--- src/rtl/srb_pkg.sv ---
package srb_pkg;
  parameter int unsigned SRB_NUM_CH = 8;
  parameter int unsigned SRB_DATA_W = 8;
  parameter int unsigned SRB_ADDR_W = 4;

  // offset-binary zero: only the top bit set
  function automatic logic [31:0] mid_scale(input int unsigned w);
    return 32'd1 << (w - 1);
  endfunction
endpackage

--- src/rtl/srb_sync.sv ---
module srb_sync #(
  parameter int unsigned STAGES  = 2,
  parameter bit          RST_VAL = 1'b0
) (
  input  logic clk_i,
  input  logic rst_ni,
  input  logic d_i,
  output logic q_o
);
  logic [STAGES-1:0] q;

  always_ff @(posedge clk_i or negedge rst_ni) begin
    if (!rst_ni) q <= {STAGES{RST_VAL}};
    else         q <= {q[STAGES-2:0], d_i};
  end

  assign q_o = q[STAGES-1];
endmodule

--- src/rtl/srb_rise_det.sv ---
module srb_rise_det (
  input  logic clk_i,
  input  logic rst_ni,
  input  logic lvl_i,
  output logic rise_o
);
  logic prev;

  always_ff @(posedge clk_i or negedge rst_ni) begin
    if (!rst_ni) prev <= 1'b0;
    else         prev <= lvl_i;
  end

  assign rise_o = lvl_i & ~prev;
endmodule

--- src/rtl/srb_shifter.sv ---
module srb_shifter #(
  parameter int unsigned SR_W = 12
) (
  input  logic            clk_i,
  input  logic            rst_ni,
  input  logic            shift_en_i,
  input  logic            sdi_i,
  output logic [SR_W-1:0] shreg_o,
  output logic            sdo_o
);
  logic [SR_W-1:0] shreg;

  always_ff @(posedge clk_i or negedge rst_ni) begin
    if (!rst_ni)         shreg <= '0;
    else if (shift_en_i) shreg <= {shreg[SR_W-2:0], sdi_i};
  end

  assign shreg_o = shreg;
  assign sdo_o   = shreg[SR_W-1];
endmodule

--- src/rtl/srb_bank.sv ---
module srb_bank #(
  parameter int unsigned          NUM_CH  = 8,
  parameter int unsigned          DATA_W  = 8,
  parameter int unsigned          ADDR_W  = 4,
  parameter logic [DATA_W-1:0]    PRESET  = 8'h80
) (
  input  logic                     clk_i,
  input  logic                     rst_ni,
  input  logic                     load_i,
  input  logic                     preset_i,
  input  logic [ADDR_W-1:0]        addr_i,
  input  logic [DATA_W-1:0]        data_i,
  output logic [NUM_CH*DATA_W-1:0] ch_data_o
);
  logic [NUM_CH-1:0] we;

  for (genvar k = 0; k < NUM_CH; k++) begin : g_ch
    logic [DATA_W-1:0] val;

    // out-of-range addresses match no channel
    assign we[k] = load_i && (int'(addr_i) == k);

    always_ff @(posedge clk_i or negedge rst_ni) begin
      if (!rst_ni)       val <= PRESET;
      else if (preset_i) val <= PRESET;
      else if (we[k])    val <= data_i;
    end

    assign ch_data_o[k*DATA_W +: DATA_W] = val;
  end
endmodule

--- src/rtl/serial_reg_bank.sv ---
module serial_reg_bank
  import srb_pkg::*;
#(
  parameter int unsigned NUM_CH      = SRB_NUM_CH,
  parameter int unsigned DATA_W      = SRB_DATA_W,
  parameter int unsigned ADDR_W      = SRB_ADDR_W,
  parameter int unsigned SYNC_STAGES = 2
) (
  input  logic                     clk_i,
  input  logic                     rst_ni,
  input  logic                     sclk_i,
  input  logic                     sdi_i,
  input  logic                     load_i,
  input  logic                     preset_ni,
  output logic                     sdo_o,
  output logic [NUM_CH*DATA_W-1:0] ch_data_o
);
  localparam int unsigned       SR_W   = ADDR_W + DATA_W;
  localparam logic [DATA_W-1:0] PRESET = DATA_W'(mid_scale(DATA_W));

  logic sclk_s, sdi_s, load_s, preset_ns;
  logic shift_en, load_pulse, preset_act;
  logic [SR_W-1:0] shreg;

  srb_sync #(.STAGES(SYNC_STAGES), .RST_VAL(1'b0)) u_sync_sclk (
    .clk_i(clk_i), .rst_ni(rst_ni), .d_i(sclk_i), .q_o(sclk_s));
  srb_sync #(.STAGES(SYNC_STAGES), .RST_VAL(1'b0)) u_sync_sdi (
    .clk_i(clk_i), .rst_ni(rst_ni), .d_i(sdi_i), .q_o(sdi_s));
  srb_sync #(.STAGES(SYNC_STAGES), .RST_VAL(1'b0)) u_sync_load (
    .clk_i(clk_i), .rst_ni(rst_ni), .d_i(load_i), .q_o(load_s));
  srb_sync #(.STAGES(SYNC_STAGES), .RST_VAL(1'b1)) u_sync_preset (
    .clk_i(clk_i), .rst_ni(rst_ni), .d_i(preset_ni), .q_o(preset_ns));

  srb_rise_det u_rise_sclk (
    .clk_i(clk_i), .rst_ni(rst_ni), .lvl_i(sclk_s), .rise_o(shift_en));
  srb_rise_det u_rise_load (
    .clk_i(clk_i), .rst_ni(rst_ni), .lvl_i(load_s), .rise_o(load_pulse));

  assign preset_act = ~preset_ns;

  srb_shifter #(.SR_W(SR_W)) u_shift (
    .clk_i     (clk_i),
    .rst_ni    (rst_ni),
    .shift_en_i(shift_en),
    .sdi_i     (sdi_s),
    .shreg_o   (shreg),
    .sdo_o     (sdo_o)
  );

  srb_bank #(
    .NUM_CH(NUM_CH), .DATA_W(DATA_W), .ADDR_W(ADDR_W), .PRESET(PRESET)
  ) u_bank (
    .clk_i    (clk_i),
    .rst_ni   (rst_ni),
    .load_i   (load_pulse),
    .preset_i (preset_act),
    .addr_i   (shreg[SR_W-1 -: ADDR_W]),
    .data_i   (shreg[DATA_W-1:0]),
    .ch_data_o(ch_data_o)
  );
endmodule

--- config.mk ---
export PLATFORM = sky130hd
export DESIGN_NAME = serial_reg_bank
export DESIGN_NICKNAME = d
export VERILOG_FILES = /design/src/rtl/srb_pkg.sv /design/src/rtl/srb_sync.sv /design/src/rtl/srb_rise_det.sv /design/src/rtl/srb_shifter.sv /design/src/rtl/srb_bank.sv /design/src/rtl/serial_reg_bank.sv
export SDC_FILE = /design/constraint.sdc
export NUM_CORES = 1
export LEC_CHECK = 0
export ABC_AREA = 0
export BUFFER_PORTS_ARGS = -buffer_cell sky130_fd_sc_hd__buf_2
export CORE_UTILIZATION = 44
export CTS_CLUSTER_SIZE = 10
export DETAILED_ROUTE_END_ITERATION = 16
export PLACE_DENSITY = 0.66
export SLEW_MARGIN = 20
export SYNTH_ARGS = -nofsm -noshare
export SYNTH_HDL_FRONTEND = slang
export SYNTH_HIERARCHICAL = 1
export SYNTH_SLANG_ARGS = --single-unit
--- constraint.sdc ---
create_clock -name clk_i -period 1.5 [get_ports clk_i]
set_input_delay 0 -clock clk_i [delete_from_list [all_inputs] [get_ports clk_i]]
set_output_delay 0 -clock clk_i [all_outputs]
set_load 0.01 [all_outputs]
Word-level counts from Yosys, hierarchy flattened
Cells that the tools add are included.
W data, S select, Z words.

word-level totals
  flip-flop bits (word level) = 86
  input port bits = 6
  output and inout port bits = 65
  word-level logic and storage cells = 59

cells by class
  equal/unequal tests = 15
  mux-type cells = 16
  bitwise gates (word level) = 4
  reduce and logical (&&, ||, !) cells = 9

operator list
  operator              count
  $mux W8               16
  $eq A4 B4 Y1 const B  4
  $ne A2 B1 Y1 const B  8
  $eq A4 B3 Y1 const B  2
  $logic_and A1 B1 Y1   8
  $eq A4 B2 Y1 const B  1
  $logic_not A4 Y1      1
  $and A1 B1 Y1         2
  $not A1 Y1            2

Depth between registers and ports, before layout
  word-level depth = 5
  mapped depth = 6
  mapped depth without buffers = 4

Modules after synthesis
Netlist, hierarchy kept.

modules (own cells, without submodules)
  module                       times used  cells each  area each (µm²)  seq. area each (µm²)
  srb_bank                     1           233         2,876.5          1,611.5
  srb_shifter                  1           26          491.7            300.3
  srb_sync at u_sync_load ...  3           2           50.0             50.0
  srb_rise_det                 2           2           38.8             25.0
  srb_sync at u_sync_preset    1           2           52.6             52.6
  serial_reg_bank              1           1           3.8              0.0

Least setup slack after synthesis
No wires, ideal clock.

  kind = reg-to-reg
  from = register u_shift.shreg[11] (netlist: u_shift/shreg_o[11])
  to = register u_bank.g_ch[3].val[3]
  library setup time = 79 ps
  arrival = 1,295 ps
  data required time = 1,421 ps
  path slack = 125 ps
  cell stages (with the launch flop) = 6
  path buffers = 2
  clock period less this slack = 1,375 ps
  cells stage by stage = dfrtp_1 -> buf_4 -> nor3b_4 -> and3_1 -> buf_4 -> mux2i_1

between the ends
  longest elaborated chain between the ends = 3

RTL lines
  element                   RTL line           text
  start: declaration        srb_shifter.sv:11  logic [SR_W-1:0] shreg;
  start signal: assignment  srb_shifter.sv:15  else if (shift_en_i) shreg <= {shreg[SR_W-2:0], sdi_i};
  $eq A4 B3 Y1              srb_bank.sv:21     assign we[k] = load_i && (int'(addr_i) == k);
  $logic_and A1 B1 Y1       srb_bank.sv:21
  $ne A2 B1 Y1 (no line)    n/a
  end signal: assignment    srb_bank.sv:26     else if (we[k]) val <= data_i;
  end: declaration          srb_bank.sv:18     logic [DATA_W-1:0] val;

Every way passes these cells.
A chain may end at the register's enable or synchronous reset.

Final worst setup path
  from = register u_sync_preset.q[1]
  to = register u_bank.g_ch[2].val[2]

between the ends
  longest elaborated chain between the ends = 1
  elaborated cells between the ends (all ways) = 2
  classes of those cells = 1 x eq/ne; 1 x mux

RTL lines
  element                                                   RTL line        text
  start: declaration                                        srb_sync.sv:10  logic [STAGES-1:0] q;
  start signal: assignment                                  srb_sync.sv:13  if (!rst_ni) q <= {STAGES{RST_VAL}};
  start signal: assignment                                  srb_sync.sv:14  else q <= {q[STAGES-2:0], d_i};
  $ne A2 B1 Y1 (no line) / $mux W8 (equally long branches)  n/a
  end signal: assignment                                    srb_bank.sv:26
  end: declaration                                          srb_bank.sv:18

Several ways; a longest one is shown, not always the timed one.

==> metrics.txt <==
outcome=finished clean; Antenna diodes=0; Finished Layout Cells=455; final setup fails=0; I/O pin cnt=71; number of nets with antenna violations after routing=0; fin crit period=1430 ps; warning count from the yosys run=6; measured slew at the worst slew-check pin=515 ps; CP Data Required Time=1760 ps; Rows=32; RD Place Congestion=0.765; Vias/cell=4.98; GRT overflow=0; final slew viol count=0; DIE HEIGHT=93.1 um; crit path kind=reg -> reg; CTS tree=yes; Startpoint Class=flip-flop; initial antenna violation count=0; Post-CTS Setup Inserts=0; Die ar.=8670 sq um; Synth area leader=dfrtp_1; TritonRoute pass-1 iters=4; relative slew slack=0.656; Power Density=1220 nW/um^2; total of max-cap violations=0; clk sinks=86; Routed WL=7540 um; drt wl/cell=16.6 um; core area=7890 sq um; vias in the first global route=2327; Syn Nets=278; clock-pin slew on the worst setup and hold paths=90 ps; Worst Hold Class=in -> async; Area contributors post-synth=dfrtp_1 (52%), mux2i_1 (18%), nand2b_1 (11%); setup slack, reg-to-reg=70 ps; Max Clk Rate=701 MHz; flops & latches, synth=86; Yosys cell types=24; placed cells=434; Max clock buf depth=2; met1 Use GR=0.267; P&R area growth vs syn=19.8%; Worst Hold Slack=99.3 ps; maximum fanout along the worst path=11; Post-DP HPWL=5110 um; largest net degree at the start of global routing=33; Syn Inst Count=272; maximum vdd drop=0.000634 V; Port Buffer Count=70; initial drt markers=76; die width=93.1 um; grt met2 use=0.296; CP Capture Type=flip-flop; sequential-to-total area share from yosys stat=0.593; Synth Cell Area=3650 sq um; final hold violations=0; Starting Density=0.463; register area=2160 sq um; Inserted Clock Buffers=9; first-pass GRT wire length=12300 um; M3 GR Usage=0.0333; RSZ-0062 raised after global routing=true; H-Tree Depth=3; worst-skew pair later-pin latency=350 ps; final instance area=4380 sq um; Total Routing Usage GR=0.190; vias=2266; Layout fillers=673; Root Buffer=clkbuf_8; Final Cycle Share=0.951; Setup Skew=10.1 ps; multi-input logic area=1390 sq um; Leak=2.47 nW; DRC violations left=0; placed cell area=4140 sq um; Syn Area/Cell=13.4 sq um; busiest grt layer=met2; Pwr Total=5.33 mW; nets=354; CP arrival=1680 ps; share of cells above drive strength 1=0.368; post-synth top area share=0.521
[synth_stat cells]
cell type,instances
nor2b_2,1
buf_1,3
mux2_4,10
buf_6,1
and3b_1,1
mux2_2,2
and2_1,1
nand2_1,1
nor3b_4,1
nand3_4,1
nor2b_4,2
dfstp_2,10
nor2_1,10
and3_1,1
nand2_2,5
nand2b_1,63
clkbuf_1,10
buf_2,3
mux2i_1,64
nand3_1,1
buf_4,3
dfrtp_1,76
and2b_1,1
inv_1,1
[critical path, cell delays in order, from the launching register on]
cell,delay (ps)
dfstp_2,530
inv_1,120
nand2b_1,410
mux2i_1,270
[worst paths after layout]
path | depth (start not counted) | end | startpoint
min in group clk_i | 2 | u_sync_load/q[0] | load_i
max | 3 | u_bank/g_ch[2].val[2] | u_sync_preset/q[1]
min reg2reg | 0 | u_sync_sdi/q[1] | u_sync_sdi/q[0]
max reg2reg | 3 | u_bank/g_ch[2].val[2] | u_sync_preset/q[1]
min | 2 | u_bank/g_ch[4].val[3] | rst_ni
max in group asynchronous | 3 | u_bank/g_ch[7].val[7] | rst_ni
[cell families (layout without fill, tap and decap cells)]
group,Yosys count,after routing,share of synthesized area
buffers and inverters,21,102,0.0277
AND/OR/NAND/NOR,89,89,0.157
flip-flops,86,86,0.593
multiplexers,76,76,0.223
[power breakdown]
part	leakage, nW	switching, mW	internal [mW]	total, mW
registers	1.12	0.234	2.57	2.80
logic	1.25	0.529	0.484	1.01
clock network	0.0965	0.817	0.700	1.52
total	2.47	1.58	3.75	5.33
[layout make-up]
class	count	share of cell area
inverter	1	0.000858
clock inverter	4	0.00715
tap	102	0.0292
multi-input combinational	165	0.318
sequential	86	0.495
clock buffer	12	0.0355
timing repair buffer	85	0.115
[stage by stage]
step / utilization / setup TNS [ps] / worst slack [ps]
finish: 0.555 / 0 / 74.0
global route: 0.555 / -230 / -40.4
CTS: 0.554 / 0 / 23.3
detailed placement: 0.524 / 0 / 51.2
global placement: 0.524 / 0 / 68.7
floorplan: - / 0 / 125
[cells in the final DEF (no fill, tap or decap)]
cell type,n
nand2b_1,63
nor2b_4,2
and3_2,1
and3b_2,1
dfstp_2,10
buf_2,69
nand3_4,1
mux2_4,10
dfrtp_1,76
inv_1,1
nand3_1,1
nor2_1,10
clkbuf_1,1
and2b_1,1
mux2_2,2
buf_4,9
nand2_1,1
nand2_2,5
mux2i_1,64
clkinv_4,3
nor2b_2,1
clkinv_2,1
clkbuf_8,11
dlygate4sd3_1,5
nor3b_4,1
and2_2,1
buf_12,2
[state kept, by name (all words and copies together), names as in the netlist]
signal	cells
u_bank/g_ch.val	64
u_rise_load/prev	1
u_rise_sclk/prev	1
u_shift/shreg_o	12
u_sync_load/q	2
u_sync_preset/q	2
u_sync_sclk/q	2
u_sync_sdi/q	2
[what timing repair did]
action                                 in CTS  in global routing
hold buffers                                5                  0
resized for setup                           0                  3
setup endpoints to repair                   0                 28
endpoints found under the hold margin      82                  0
[metal layers]
metal	part of all wire	vias to the layer above
met5	0	-
met4	0.013	0
met3	0.038	10
met2	0.47	52
met1	0.48	1154
li1	-	1050
No activity file was read; power rests on OpenSTA's default activity.
